--- src/rtl/prom_rd_pkg.sv ---
package prom_rd_pkg;

  typedef enum logic [2:0] {
    ST_SLEEP  = 3'd0,
    ST_IDLE   = 3'd1,
    ST_SETUP  = 3'd2,
    ST_ACCESS = 3'd3,
    ST_TURN   = 3'd4
  } rd_state_e;

  function automatic int unsigned imax(input int unsigned a, input int unsigned b);
    return (a > b) ? a : b;
  endfunction

endpackage

--- src/rtl/prom_rd_cnt.sv ---
module prom_rd_cnt #(
  parameter int unsigned W = 4
) (
  input  logic         clk,
  input  logic         rst_n,
  input  logic         clr,
  input  logic         en,
  output logic [W-1:0] q
);

  logic [W-1:0] q_nxt;

  always_comb begin
    q_nxt = q;
    if (clr) begin
      q_nxt = '0;
    end else if (en) begin
      q_nxt = q + 1'b1;
    end
  end

  always_ff @(posedge clk or negedge rst_n) begin
    if (!rst_n) begin
      q <= '0;
    end else begin
      q <= q_nxt;
    end
  end

endmodule

--- src/rtl/prom_rd_seq.sv ---
module prom_rd_seq
  import prom_rd_pkg::*;
#(
  parameter int unsigned T_ACC    = 10,
  parameter int unsigned T_OE     = 3,
  parameter int unsigned T_TURN   = 2,
  parameter int unsigned IDLE_CYC = 16
) (
  input  logic clk,
  input  logic rst_n,
  input  logic req_valid,
  output logic req_ready,
  output logic accept,
  output logic capture,
  output logic in_cycle,
  output logic ce_n,
  output logic oe_n
);

  localparam int unsigned WAIT  = imax(T_ACC, T_OE + 1);
  localparam int unsigned PH_W  = $clog2(imax(WAIT, T_TURN) + 1);
  localparam int unsigned ID_W  = $clog2(IDLE_CYC + 1);
  localparam logic [PH_W-1:0] PH_CAP  = PH_W'(WAIT - 1);
  localparam logic [PH_W-1:0] PH_TEND = PH_W'(T_TURN - 1);
  localparam logic [ID_W-1:0] ID_END  = ID_W'(IDLE_CYC - 1);

  rd_state_e       state, nxt;
  logic [PH_W-1:0] ph_q;
  logic [ID_W-1:0] idle_q;
  logic            ready_q, ce_n_q, oe_n_q;
  logic            ph_clr, ph_en, id_clr, id_en;

  assign accept   = req_valid & ready_q;
  assign capture  = (state == ST_ACCESS) && (ph_q == PH_CAP);
  assign in_cycle = (state == ST_SETUP) || (state == ST_ACCESS) || (state == ST_TURN);

  assign ph_clr = accept | capture;
  assign ph_en  = in_cycle;
  assign id_clr = (state != ST_IDLE);
  assign id_en  = (state == ST_IDLE);

  prom_rd_cnt #(.W(PH_W)) phase_cnt_i (
    .clk   (clk),
    .rst_n (rst_n),
    .clr   (ph_clr),
    .en    (ph_en),
    .q     (ph_q)
  );

  prom_rd_cnt #(.W(ID_W)) idle_cnt_i (
    .clk   (clk),
    .rst_n (rst_n),
    .clr   (id_clr),
    .en    (id_en),
    .q     (idle_q)
  );

  always_comb begin
    nxt = state;
    unique case (state)
      ST_SLEEP: begin
        if (accept) nxt = ST_SETUP;
      end
      ST_IDLE: begin
        if (accept) begin
          nxt = ST_SETUP;
        end else if (idle_q == ID_END) begin
          nxt = ST_SLEEP;
        end
      end
      ST_SETUP:  nxt = ST_ACCESS;
      ST_ACCESS: begin
        if (ph_q == PH_CAP) nxt = ST_TURN;
      end
      ST_TURN: begin
        if (ph_q == PH_TEND) nxt = ST_IDLE;
      end
      default:   nxt = ST_SLEEP;
    endcase
  end

  always_ff @(posedge clk or negedge rst_n) begin
    if (!rst_n) begin
      state   <= ST_SLEEP;
      ready_q <= 1'b0;
      ce_n_q  <= 1'b1;
      oe_n_q  <= 1'b1;
    end else begin
      state   <= nxt;
      ready_q <= (nxt == ST_IDLE) || (nxt == ST_SLEEP);
      ce_n_q  <= (nxt == ST_SLEEP);
      oe_n_q  <= (nxt != ST_ACCESS);
    end
  end

  assign req_ready = ready_q;
  assign ce_n      = ce_n_q;
  assign oe_n      = oe_n_q;

endmodule

--- src/rtl/prom_rd_lane.sv ---
module prom_rd_lane #(
  parameter int unsigned ADDR_W = 24,
  parameter int unsigned DATA_W = 16
) (
  input  logic              clk,
  input  logic              rst_n,
  input  logic              accept,
  input  logic [ADDR_W-1:0] req_addr,
  input  logic              req_byte,
  input  logic              capture,
  input  logic              in_cycle,
  input  logic [DATA_W-1:0] mem_dq_in,
  output logic [ADDR_W-2:0] mem_addr,
  output logic              mem_byte_n,
  output logic              mem_lsb_out,
  output logic              mem_lsb_oe,
  output logic              rsp_valid,
  output logic [DATA_W-1:0] rsp_data
);

  localparam int unsigned LANE_W = DATA_W / 2;

  logic [ADDR_W-1:0] addr_q, addr_nxt;
  logic              byte_q, byte_nxt;
  logic [DATA_W-1:0] cap_d, data_q, data_nxt;
  logic              vld_q;

  // Upper lane is zeroed in byte mode; the top pin is an address there.
  for (genvar g = 0; g < DATA_W; g++) begin : g_mask
    if (g < LANE_W) begin : g_low
      assign cap_d[g] = mem_dq_in[g];
    end else begin : g_high
      assign cap_d[g] = mem_dq_in[g] & ~byte_q;
    end
  end

  always_comb begin
    addr_nxt = addr_q;
    byte_nxt = byte_q;
    data_nxt = data_q;
    if (accept) begin
      addr_nxt = req_addr;
      byte_nxt = req_byte;
    end
    if (capture) begin
      data_nxt = cap_d;
    end
  end

  always_ff @(posedge clk or negedge rst_n) begin
    if (!rst_n) begin
      addr_q <= '0;
      byte_q <= 1'b0;
      data_q <= '0;
      vld_q  <= 1'b0;
    end else begin
      addr_q <= addr_nxt;
      byte_q <= byte_nxt;
      data_q <= data_nxt;
      vld_q  <= capture;
    end
  end

  assign mem_addr    = addr_q[ADDR_W-1:1];
  assign mem_byte_n  = ~byte_q;
  assign mem_lsb_out = addr_q[0];
  assign mem_lsb_oe  = byte_q & in_cycle;
  assign rsp_valid   = vld_q;
  assign rsp_data    = data_q;

endmodule

--- src/rtl/prom_read_ctrl.sv ---
module prom_read_ctrl #(
  parameter int unsigned ADDR_W   = 24,
  parameter int unsigned DATA_W   = 16,
  parameter int unsigned T_ACC    = 10,
  parameter int unsigned T_OE     = 3,
  parameter int unsigned T_TURN   = 2,
  parameter int unsigned IDLE_CYC = 16
) (
  input  logic              clk,
  input  logic              rst_n,
  input  logic              req_valid,
  output logic              req_ready,
  input  logic [ADDR_W-1:0] req_addr,
  input  logic              req_byte,
  output logic              rsp_valid,
  output logic [DATA_W-1:0] rsp_data,
  output logic [ADDR_W-2:0] mem_addr,
  output logic              mem_ce_n,
  output logic              mem_oe_n,
  output logic              mem_byte_n,
  input  logic [DATA_W-1:0] mem_dq_in,
  output logic              mem_lsb_out,
  output logic              mem_lsb_oe
);

  logic [1:0] rst_pipe;
  logic       srst_n;
  logic       accept, capture, in_cycle;

  always_ff @(posedge clk or negedge rst_n) begin
    if (!rst_n) begin
      rst_pipe <= 2'b00;
    end else begin
      rst_pipe <= {rst_pipe[0], 1'b1};
    end
  end
  assign srst_n = rst_pipe[1];

  prom_rd_seq #(
    .T_ACC    (T_ACC),
    .T_OE     (T_OE),
    .T_TURN   (T_TURN),
    .IDLE_CYC (IDLE_CYC)
  ) seq_i (
    .clk       (clk),
    .rst_n     (srst_n),
    .req_valid (req_valid),
    .req_ready (req_ready),
    .accept    (accept),
    .capture   (capture),
    .in_cycle  (in_cycle),
    .ce_n      (mem_ce_n),
    .oe_n      (mem_oe_n)
  );

  prom_rd_lane #(
    .ADDR_W (ADDR_W),
    .DATA_W (DATA_W)
  ) lane_i (
    .clk         (clk),
    .rst_n       (srst_n),
    .accept      (accept),
    .req_addr    (req_addr),
    .req_byte    (req_byte),
    .capture     (capture),
    .in_cycle    (in_cycle),
    .mem_dq_in   (mem_dq_in),
    .mem_addr    (mem_addr),
    .mem_byte_n  (mem_byte_n),
    .mem_lsb_out (mem_lsb_out),
    .mem_lsb_oe  (mem_lsb_oe),
    .rsp_valid   (rsp_valid),
    .rsp_data    (rsp_data)
  );

endmodule

--- config.mk ---
export PLATFORM = sky130hd
export DESIGN_NAME = prom_read_ctrl
export DESIGN_NICKNAME = d
export VERILOG_FILES = /design/src/rtl/prom_rd_pkg.sv /design/src/rtl/prom_rd_cnt.sv /design/src/rtl/prom_rd_seq.sv /design/src/rtl/prom_rd_lane.sv /design/src/rtl/prom_read_ctrl.sv
export SDC_FILE = /design/constraint.sdc
export NUM_CORES = 1
export LEC_CHECK = 0
export ABC_AREA = 1
export BUFFER_PORTS_ARGS = -buffer_cell sky130_fd_sc_hd__buf_2
export CORE_MARGIN = 10
export CORE_UTILIZATION = 30
export DETAILED_ROUTE_END_ITERATION = 12
export PLACE_DENSITY_LB_ADDON = 0.15
export SETUP_SLACK_MARGIN = 0.3
export SLEW_MARGIN = 20
export SYNTH_ARGS = -nofsm -noshare
export SYNTH_HDL_FRONTEND = slang
export SYNTH_SLANG_ARGS = --single-unit
--- constraint.sdc ---
create_clock -name clk -period 1.6 [get_ports clk]
set_input_delay 0.08 -clock clk [delete_from_list [all_inputs] [get_ports clk]]
set_output_delay 0.08 -clock clk [all_outputs]
set_load 0.05 [all_outputs]
==> results of run 1 <==
[cells in the mapped netlist]
cell type / count / area (µm²)
nand2_1: 133 / 499
dfrtp_1: 57 / 1430
inv_1: 17 / 63.8
nor2_1: 16 / 60.1
a21oi_1: 8 / 40.0
o21ai_2: 8 / 70.1
nand3_1: 7 / 35.0
ha_1: 4 / 50.1
o21ai_0: 4 / 20.0
clkbuf_1: 3 / 11.3
inv_2: 3 / 11.3
buf_2: 2 / 10.0
buf_6: 2 / 22.5
dfstp_2: 2 / 52.6
clkbuf_2: 1 / 5.00
conb_1: 1 / 3.75
nand2_2: 1 / 6.26
nand2_4: 1 / 11.3
nand4_1: 1 / 6.26
nor3_1: 1 / 5.00
[worst register-to-register path, delay by kind of cell (launching register included)]
family,cells,cell delay (ns)
buffers and inverters,2,0.25
AND/OR/NAND/NOR,4,0.41
AO/OA/AOI/OAI,1,0.04
flip-flops,1,0.38
adder cells (fa/ha/maj),1,0.15
[sequential cells by signal, summed over array words and instances, names as in the netlist]
register	cells
seq_i.state	3
seq_i.ce_n	1
seq_i.idle_cnt_i.q	5
seq_i.req_ready	1
lane_i.addr_q	24
lane_i.byte_q	1
seq_i.phase_cnt_i.q	4
lane_i.rsp_valid	1
lane_i.rsp_data	16
seq_i.oe_n	1
rst_pipe	2
[power by group]
group          leakage, nW  switching [mW]  internal [mW]  total (mW)
Combinational         1.24            3.24           1.29        4.53
Clock                0.117           0.571          0.963        1.53
Sequential           0.699           0.404           2.12        2.52
[repair_timing]
action,4_1_cts,5_1_grt
endpoints found under the setup margin,26,28
resized for setup,21,46
pin swaps,4,14
endpoints found under the hold margin,40,0
gates cloned,1,0
hold buffers,39,0
setup buffers,11,1
[cell families after synthesis]
group,synth area share [%]
flip-flops,61.4
adder cells (fa/ha/maj),2.08
other,0.156
buffers and inverters,5.14
AO/OA/AOI/OAI,5.40
AND/OR/NAND/NOR,25.9
[area by class of cell]
type / instances / share of cell area [%]
inverters: 20 / 2.11
clock inverters: 4 / 1.86
flip-flops and latches: 59 / 37.4
well taps: 102 / 3.22
clock buffers: 12 / 3.91
repair buffers: 147 / 26.2
multi-input cells: 185 / 25.3
[path summary, 6_finish.rpt]
kind	cells after the start	slack [ns]	endpoint
min in group asynchronous	2	0.07	rst_pipe[1]
max reg2reg	8	0.27	lane_i.rsp_data[9]
min reg2reg	0	0.17	lane_i.rsp_data[5]
max	4	0.26	mem_lsb_oe
max in group asynchronous	1	0.83	lane_i.addr_q[18]
min	3	0.02	lane_i.rsp_data[11]
[metal layers]
| metal | global-route usage, % | vias up | routed length [µm] |
|---|---|---|---|
| met5 | 0 | - | 0 |
| met1 | 14.7 | 1051 | 2790 |
| met3 | 4.10 | 5 | 413 |
| met4 | 5.02 | 0 | 65 |
| li1 | - | 1131 | - |
| met2 | 19.5 | 57 | 3610 |
==> impl_metrics.ini, run 1 <==
[clock_network]
numCtsBuffers = 9
cts_max_level = 3
cts.path.max_buffers = 2
cts_num_sinks = 59
clkSlewWorstSetupHoldPaths_ns = 0.06
clk_latency_ns = 0.33
root_buffer = clkbuf_8
cts_tree = done

[sta]
fin_ws_ns = 0.264
hold_viol = 0
fin_crit_ns = 1.34
fmax_ghz = 0.748
hold_slack_ns = 0.0192
finalSetupViolCount = 0
drv_slew = 0
rsz0062_at_grt = yes
skew_ns = 0.0137
fin_crit_sh_pct = 83.5
fin_tns_setup_ns = 0

[floorplanning]
die_height_um = 110
row_count = 32
initial_core_util_pct = 31.0
ioPinCount = 90
dieWidth_um = 110
fp.coreArea_um2 = 7770
die-area_um2 = 12000

[setup_path]
critPathKind = flop to output pin
critPathSlowestCell = dfrtp_1
end_kind = output pin
arrival_ns = 1.26
path_delay_family = flip-flops
crit_chain = inv_2 > nand3_4 > a21oi_4 > buf_8
critPathMaxFanout = 2
required_ns = 1.52
slowest_delay_ns = 0.40
startpoint = seq_i.state[1]
path_buf_inv = 2
start_kind = flop
reg2reg_from = seq_i.phase_cnt_i.q[1]

[place]
place_congestion = 0.713
hpwl_um = 4600
port_buffers = 89
post_dp_cell_area_um2 = 3010
pre_cts_slack_ns = 0.0754
dp_cells = 461

[pwr]
power_density_nw_per_um2 = 2160
p_leak_nw = 2.05
peakVddDrop_mv = 1.02
power.total_mw = 8.59

[synthesis]
synth_fp_nets = 320
ys_seq_elements = 59
synth_area_um2 = 2410
netlist_instances = 272
yosysUniqueCellTypes = 20
yosysSeqAreaShare_pct = 61.4
avgSynthCellArea_um2 = 8.86
ys_warn_count = 0

[detailed_routing]
routed-via-count = 2244
wl_um = 6880
drt-initial-drc-count = 68
routedWlPerCell_um = 13.0
ant_nets = 0
drt_pass1_iterations = 4
vias_per_cell = 4.24
drcViolationCount = 0

[global_route]
grt_max_degree = 25
grt_pass1_vias = 2362
overflow = 0
grt_use_total_pct = 12.2
antenna_found_initial = 0
grt_pass1_wl_um = 11600

[cells_and_area]
nNetsFinal = 470
layout_commonest_cell = nand2_1
fill_cells = 755
final_cell_mix = nand2_1, buf_2, dfrtp_1
areaGrowthSynthToFinish_pct = 64.6
seqCellArea_um2 = 1480
final_util_pct = 51.1
antenna_cells = 0
multi_input_area_um2 = 1000
final_area_um2 = 3970
drive_gt1_share_pct = 42.4
instances_no_fill = 529

[worst_hold_path]
hp-class = input port to flop
hold_start = mem_dq_in[11]

[job]
maxCapViolCount = 0

[run_status]
status = finished, final reports clean
Note: power is estimated with default switching activity, not from simulation.
==> run 2: changes to the inputs <==
==> constraint.sdc (replaced) <==
create_clock -name clk -period 1.2 [get_ports clk]
set_input_delay 0.06 -clock clk [delete_from_list [all_inputs] [get_ports clk]]
set_output_delay 0.06 -clock clk [all_outputs]
set_load 0.05 [all_outputs]
==> run 2 against run 1 <==
Compared with the run above:
- the run now ends with setup timing left
- non-clock buffer count up 61
- first-iteration DRC count up 43%
- combinational power up 100%
- worst setup slack worse by 0.46 ns
- register-to-register slack worse by 0.46 ns
- power up 71%
- worst hold slack better by 0.038 ns
- sequential share of layout area down 8.6 points
- final area up 30%
- critical path depth up 5
- sequential cell count unchanged
- die area unchanged
- critical endpoint is now seq_i.ce_n
- largest power group unchanged
- highest routed layer unchanged
==> impl_metrics.ini, run 2 (same netlist as run 1, synthesis figures left out) <==
[run_status]
status = finished, violations left
violations = setup timing

[sta]
fmax_ghz = 0.718
fin_tns_setup_ns = -3.80
drv_slew = 0
fin_ws_ns = -0.194
hold_viol = 0
skew_ns = 0.0127
finalSetupViolCount = 29
rsz0062_at_grt = yes
fin_crit_ns = 1.39
fin_crit_sh_pct = 116

[pwr]
power_density_nw_per_um2 = 2850
power.total_mw = 14.7
peakVddDrop_mv = 1.68
p_leak_nw = 2.61

[worst_hold_path]
hp-class = input port to asynchronous set/reset pin

[global_route]
antenna_found_initial = 0
grt_pass1_vias = 2876
grt_pass1_wl_um = 14100
overflow = 0
grt_max_degree = 24
grt_use_total_pct = 14.9

[setup_path]
critPathSlowestCell = dfrtp_1
end_kind = flop
arrival_ns = 1.65
required_ns = 1.46
start_kind = flop
critPathMaxFanout = 2
crit_chain = inv_1 > ha_2 > buf_4 > inv_1 > nor2_1 > nand2_1 > a21oi_2 > nand2_2 > nor2_1
slowest_delay_ns = 0.38
critPathKind = flop to flop

[clock_network]
root_buffer = clkbuf_8
numCtsBuffers = 9
cts_max_level = 3
clkSlewWorstSetupHoldPaths_ns = 0.06
cts_tree = done
cts.path.max_buffers = 2
cts_num_sinks = 59
clk_latency_ns = 0.33

[place]
place_congestion = 0.797
port_buffers = 89
pre_cts_slack_ns = -0.142
hpwl_um = 4870
dp_cells = 474

[floorplanning]
ioPinCount = 90
die-area_um2 = 12000
row_count = 32
fp.coreArea_um2 = 7770
dieWidth_um = 110
die_height_um = 110
initial_core_util_pct = 31.0

[detailed_routing]
drcViolationCount = 0
ant_nets = 0
highest_layer = met4
drt_pass1_iterations = 4
wl_met3_um = 565
wl_met1_um = 3540
drt-initial-drc-count = 97
routedWlPerCell_um = 15.5
routed-via-count = 2586
vias_per_cell = 4.36
wl_met2_um = 4940
wl_um = 9170

[cells_and_area]
largest_reg_flops = 24
final_cell_mix = nand2_1, dfrtp_1, buf_4
nNetsFinal = 533
top_register = lane_i.addr_q
layout_commonest_cell = nand2_1
instances_no_fill = 593
areaGrowthSynthToFinish_pct = 114
final_util_pct = 66.4
drive_gt1_share_pct = 59.0

[job]
maxCapViolCount = 0
==> run 2: cell count changes in the layout (fill, tap and decap cells not counted), sizes merged <==
cell,delta
clkinvlp,+2
nand2,+1
buf,+57
dlygate4sd3,+3
diode,+1
inv,-1
clkbuf,+1
==> run 2: metal layers <==
metal  vias to the layer above  GRT usage [%]
met2                        59           25.7
met1                      1254           16.9
met4                         0           3.90
met5                         -              0
met3                        12           5.79
li1                       1261              -
==> run 2: final timing paths <==
kind,from,to,slack (ns),cells after the start
setup reg to reg,seq_i.phase_cnt_i.q[1],seq_i.ce_n,-0.19,9
max in group asynchronous,rst_pipe[1],lane_i.addr_q[0],0.47,1
min in group clk,req_valid,lane_i.addr_q[19],0.31,6
hold reg to reg,rst_pipe[1],lane_i.addr_q[17],0.22,0
hold / removal,rst_n,rst_pipe[1],0.06,2
setup / recovery,seq_i.phase_cnt_i.q[1],seq_i.ce_n,-0.19,9
==> run 2: cell type report <==
cell class / count / area, µm²
clock buffers: 12 / 155
multi-input cells: 186 / 1190
inverters: 20 / 115
repair buffers: 208 / 2000
clock inverters: 4 / 72.6
well taps: 102 / 128
flip-flops and latches: 59 / 1490
repair inverters: 1 / 7.51
fillers: 585 / 2610
diodes: 1 / 2.50
==> run 2: repair_timing <==
| item | in CTS | in global routing |
|---|---|---|
| hold endpoints to repair | 43 | 0 |
| pin swaps | 35 | 19 |
| gates resized for setup | 169 | 64 |
| setup buffers | 30 | 21 |
| setup endpoints to repair | 100 | 103 |
| hold buffers | 42 | 0 |
| gates cloned | 7 | 2 |
==> run 2: worst max-delay path: cells and delay by family (launching register included) <==
kind,cells,cell delay (ns)
simple gates,4,0.37
buf+inv,3,0.20
compound gates,1,0.20
fa+ha+maj,1,0.18
flops,1,0.38
==> run 2: report_power, final <==
group | internal, mW | switching [mW] | total (mW)
registers | 2.83 | 0.707 | 3.54
logic | 3.97 | 5.11 | 9.08
clock network | 1.28 | 0.789 | 2.07
==> run 2: through the flow <==
step,hold slack [ns],instance area [µm²]
floorplan,-0.236,2510
global placement,-0.154,3170
detailed placement,-0.150,3170
CTS,0.0387,4720
global route,0.0488,5150
finish,0.0572,5150
==> run 3: changes to the inputs <==
--- a/config.mk
+++ b/config.mk
@@ -7,6 +7,8 @@
 export LEC_CHECK = 0
 export ABC_AREA = 1
 export BUFFER_PORTS_ARGS = -buffer_cell sky130_fd_sc_hd__buf_2
+export CELL_PAD_IN_SITES_DETAIL_PLACEMENT = 1
+export CELL_PAD_IN_SITES_GLOBAL_PLACEMENT = 1
 export CORE_MARGIN = 10
 export CORE_UTILIZATION = 30
 export DETAILED_ROUTE_END_ITERATION = 12
==> constraint.sdc (replaced) <==
create_clock -name clk -period 1.25 [get_ports clk]
set_input_delay 0.0625 -clock clk [delete_from_list [all_inputs] [get_ports clk]]
set_output_delay 0.0625 -clock clk [all_outputs]
set_load 0.05 [all_outputs]
==> run 3 against run 2 <==
Compared with the run above:
- combinational power up 13%
- largest power group unchanged
- critical endpoint unchanged
- core utilization rose by 4.1 points
- via count is 13% higher
- non-clock buffer count increased by 16
- cell count rose by 2.2%
- maximum frequency shrank 8.9%
- the run still ends with setup timing left
- highest routed layer unchanged
- sequential share of layout area fell by 1.7 points
- routed wire length is 59% higher
- power grew 7.3%
==> impl_metrics.ini, run 3 (same netlist as run 1, synthesis figures left out) <==
[cells_and_area]
drive_gt1_share_pct = 64.3
final_util_pct = 70.5
layout_commonest_cell = buf_4
final_cell_mix = buf_4, buf_6, dfrtp_1
nNetsFinal = 547
top_register = lane_i.addr_q
largest_reg_flops = 24
areaGrowthSynthToFinish_pct = 127
antenna_cells = 0

[clock_network]
cts_max_level = 3
cts.path.max_buffers = 2
cts_tree = done
clkSlewWorstSetupHoldPaths_ns = 0.08
cts_num_sinks = 59
numCtsBuffers = 9
clk_latency_ns = 0.36
root_buffer = clkbuf_8

[setup_path]
required_ns = 1.55
arrival_ns = 1.83
path_buf_inv = 3
cp_num_cells = 9
reg2reg_from = seq_i.phase_cnt_i.q[1]
critPathKind = flop to flop
reg2reg_setup_slack_ns = -0.28
path_delay_family = simple AND/OR/NAND/NOR gates
critPathSlowestCell = dfrtp_1
critPathMaxFanout = 2
r2r_end = seq_i.ce_n
start_kind = flop
crit_chain = inv_2 > ha_4 > buf_6 > inv_4 > nor2_4 > nand2_4 > a21oi_4 > nand2_4 > nor2_4
slowest_delay_ns = 0.41
r2r.worst_path.cells = 9
end_kind = flop
worstSetupEndpoint = seq_i.ce_n
startpoint = seq_i.phase_cnt_i.q[1]

[place]
hpwl_um = 5520
place_congestion = 0.762
pre_cts_slack_ns = -0.143
port_buffers = 89

[job]
maxCapViolCount = 0

[floorplanning]
ioPinCount = 90
row_count = 32
initial_core_util_pct = 31.0
fp.coreArea_um2 = 7770
die-area_um2 = 12000
dieWidth_um = 110
die_height_um = 110

[sta]
fin_crit_sh_pct = 122
fin_ws_ns = -0.280
fin_crit_ns = 1.53
rsz0062_at_grt = yes
fmax_ghz = 0.654
skew_ns = 0.00938
finalSetupViolCount = 31
hold_viol = 0
drv_slew = 0

[detailed_routing]
vias_per_cell = 4.83
drcViolationCount = 0
drt-initial-drc-count = 109
drt_pass1_iterations = 4
ant_nets = 0
routed-via-count = 2928
routedWlPerCell_um = 24.1
wl_um = 14600

[run_status]
status = finished, violations left
violations = setup timing

[global_route]
overflow = 0
antenna_found_initial = 0
grt_use_total_pct = 18.3
grt_max_degree = 22
grt_pass1_wl_um = 16600
grt_pass1_vias = 3145

[pwr]
power_density_nw_per_um2 = 2880
peakVddDrop_mv = 1.55
p_leak_nw = 2.76

[worst_hold_path]
hp-class = input port to asynchronous set/reset pin
[run 3: cell count changes in the layout (fill, tap and decap cells not counted), moves of 2 or more]
cell	delta
buf_4	+6
buf_12	+5
nand2_1	-16
inv_1	-3
buf_6	+7
nand2_8	-2
inv_6	+2
nand2_4	+27
clkinv_8	+2
nand2_2	-10
[run 3: report_power, final]
| part | switching [mW] | internal [mW] | total, mW |
|---|---|---|---|
| combinational | 5.91 | 4.43 | 10.3 |
| clock | 0.927 | 0.975 | 1.90 |
| sequential | 0.814 | 2.71 | 3.53 |
[run 3: layout make-up]
class	instances	area [µm²]
repair buffers	224	2180
multi-input cells	185	1370
clock inverters	6	63.8
flip-flops and latches	59	1490
well taps	102	128
fillers	791	2290
clock buffers	10	138
inverters	20	114
[run 3: what timing repair did]
action,CTS,global route
setup buffers,37,34
setup endpoints to repair,99,103
gates resized for setup,203,91
hold buffers,42,0
pin swaps,53,35
hold endpoints to repair,43,0
cloned,4,1
[run 3: how the worst min path moves through the flow]
stage	from	to	slack, ns	cells past startpoint
floorplan	rst_n	rst_pipe[0]	-0.23	0
global placement	rst_n	rst_pipe[0]	-0.15	1
detailed placement	rst_n	rst_pipe[0]	-0.15	1
CTS	rst_n	rst_pipe[1]	0.01	2
global route	rst_n	rst_pipe[1]	0.06	2
finish	rst_n	rst_pipe[1]	0.06	2
[run 3: worst register-to-register path, stage by stage (launching register included)]
cell,delay (ns)
dfrtp_1,0.41
inv_2,0.08
ha_4,0.16
buf_6,0.12
inv_4,0.04
nor2_4,0.14
nand2_4,0.09
a21oi_4,0.22
nand2_4,0.10
nor2_4,0.10
[run 3: layer usage]
metal  up-vias  track usage, %  wire (µm)
met5         -               0          0
met4         0            8.36        654
met3        42            6.20        733
met2       115            33.2       8180
met1      1482            18.4       5020
li1       1289               -          -
[run 3: metrics by stage]
step                total power, mW  cells  area, µm²  TNS (ns)  hold WS [ns]
global route                   16.4    606       5470     -6.59        0.0555
CTS                            13.3    571       4840     -3.46        0.0112
floorplan                      7.17    272       2510    -0.427        -0.233
finish                         15.8    606       5470     -4.97        0.0646
detailed placement             8.75    472       3190     -2.52        -0.150
global placement               8.62    472       3190     -1.20        -0.150
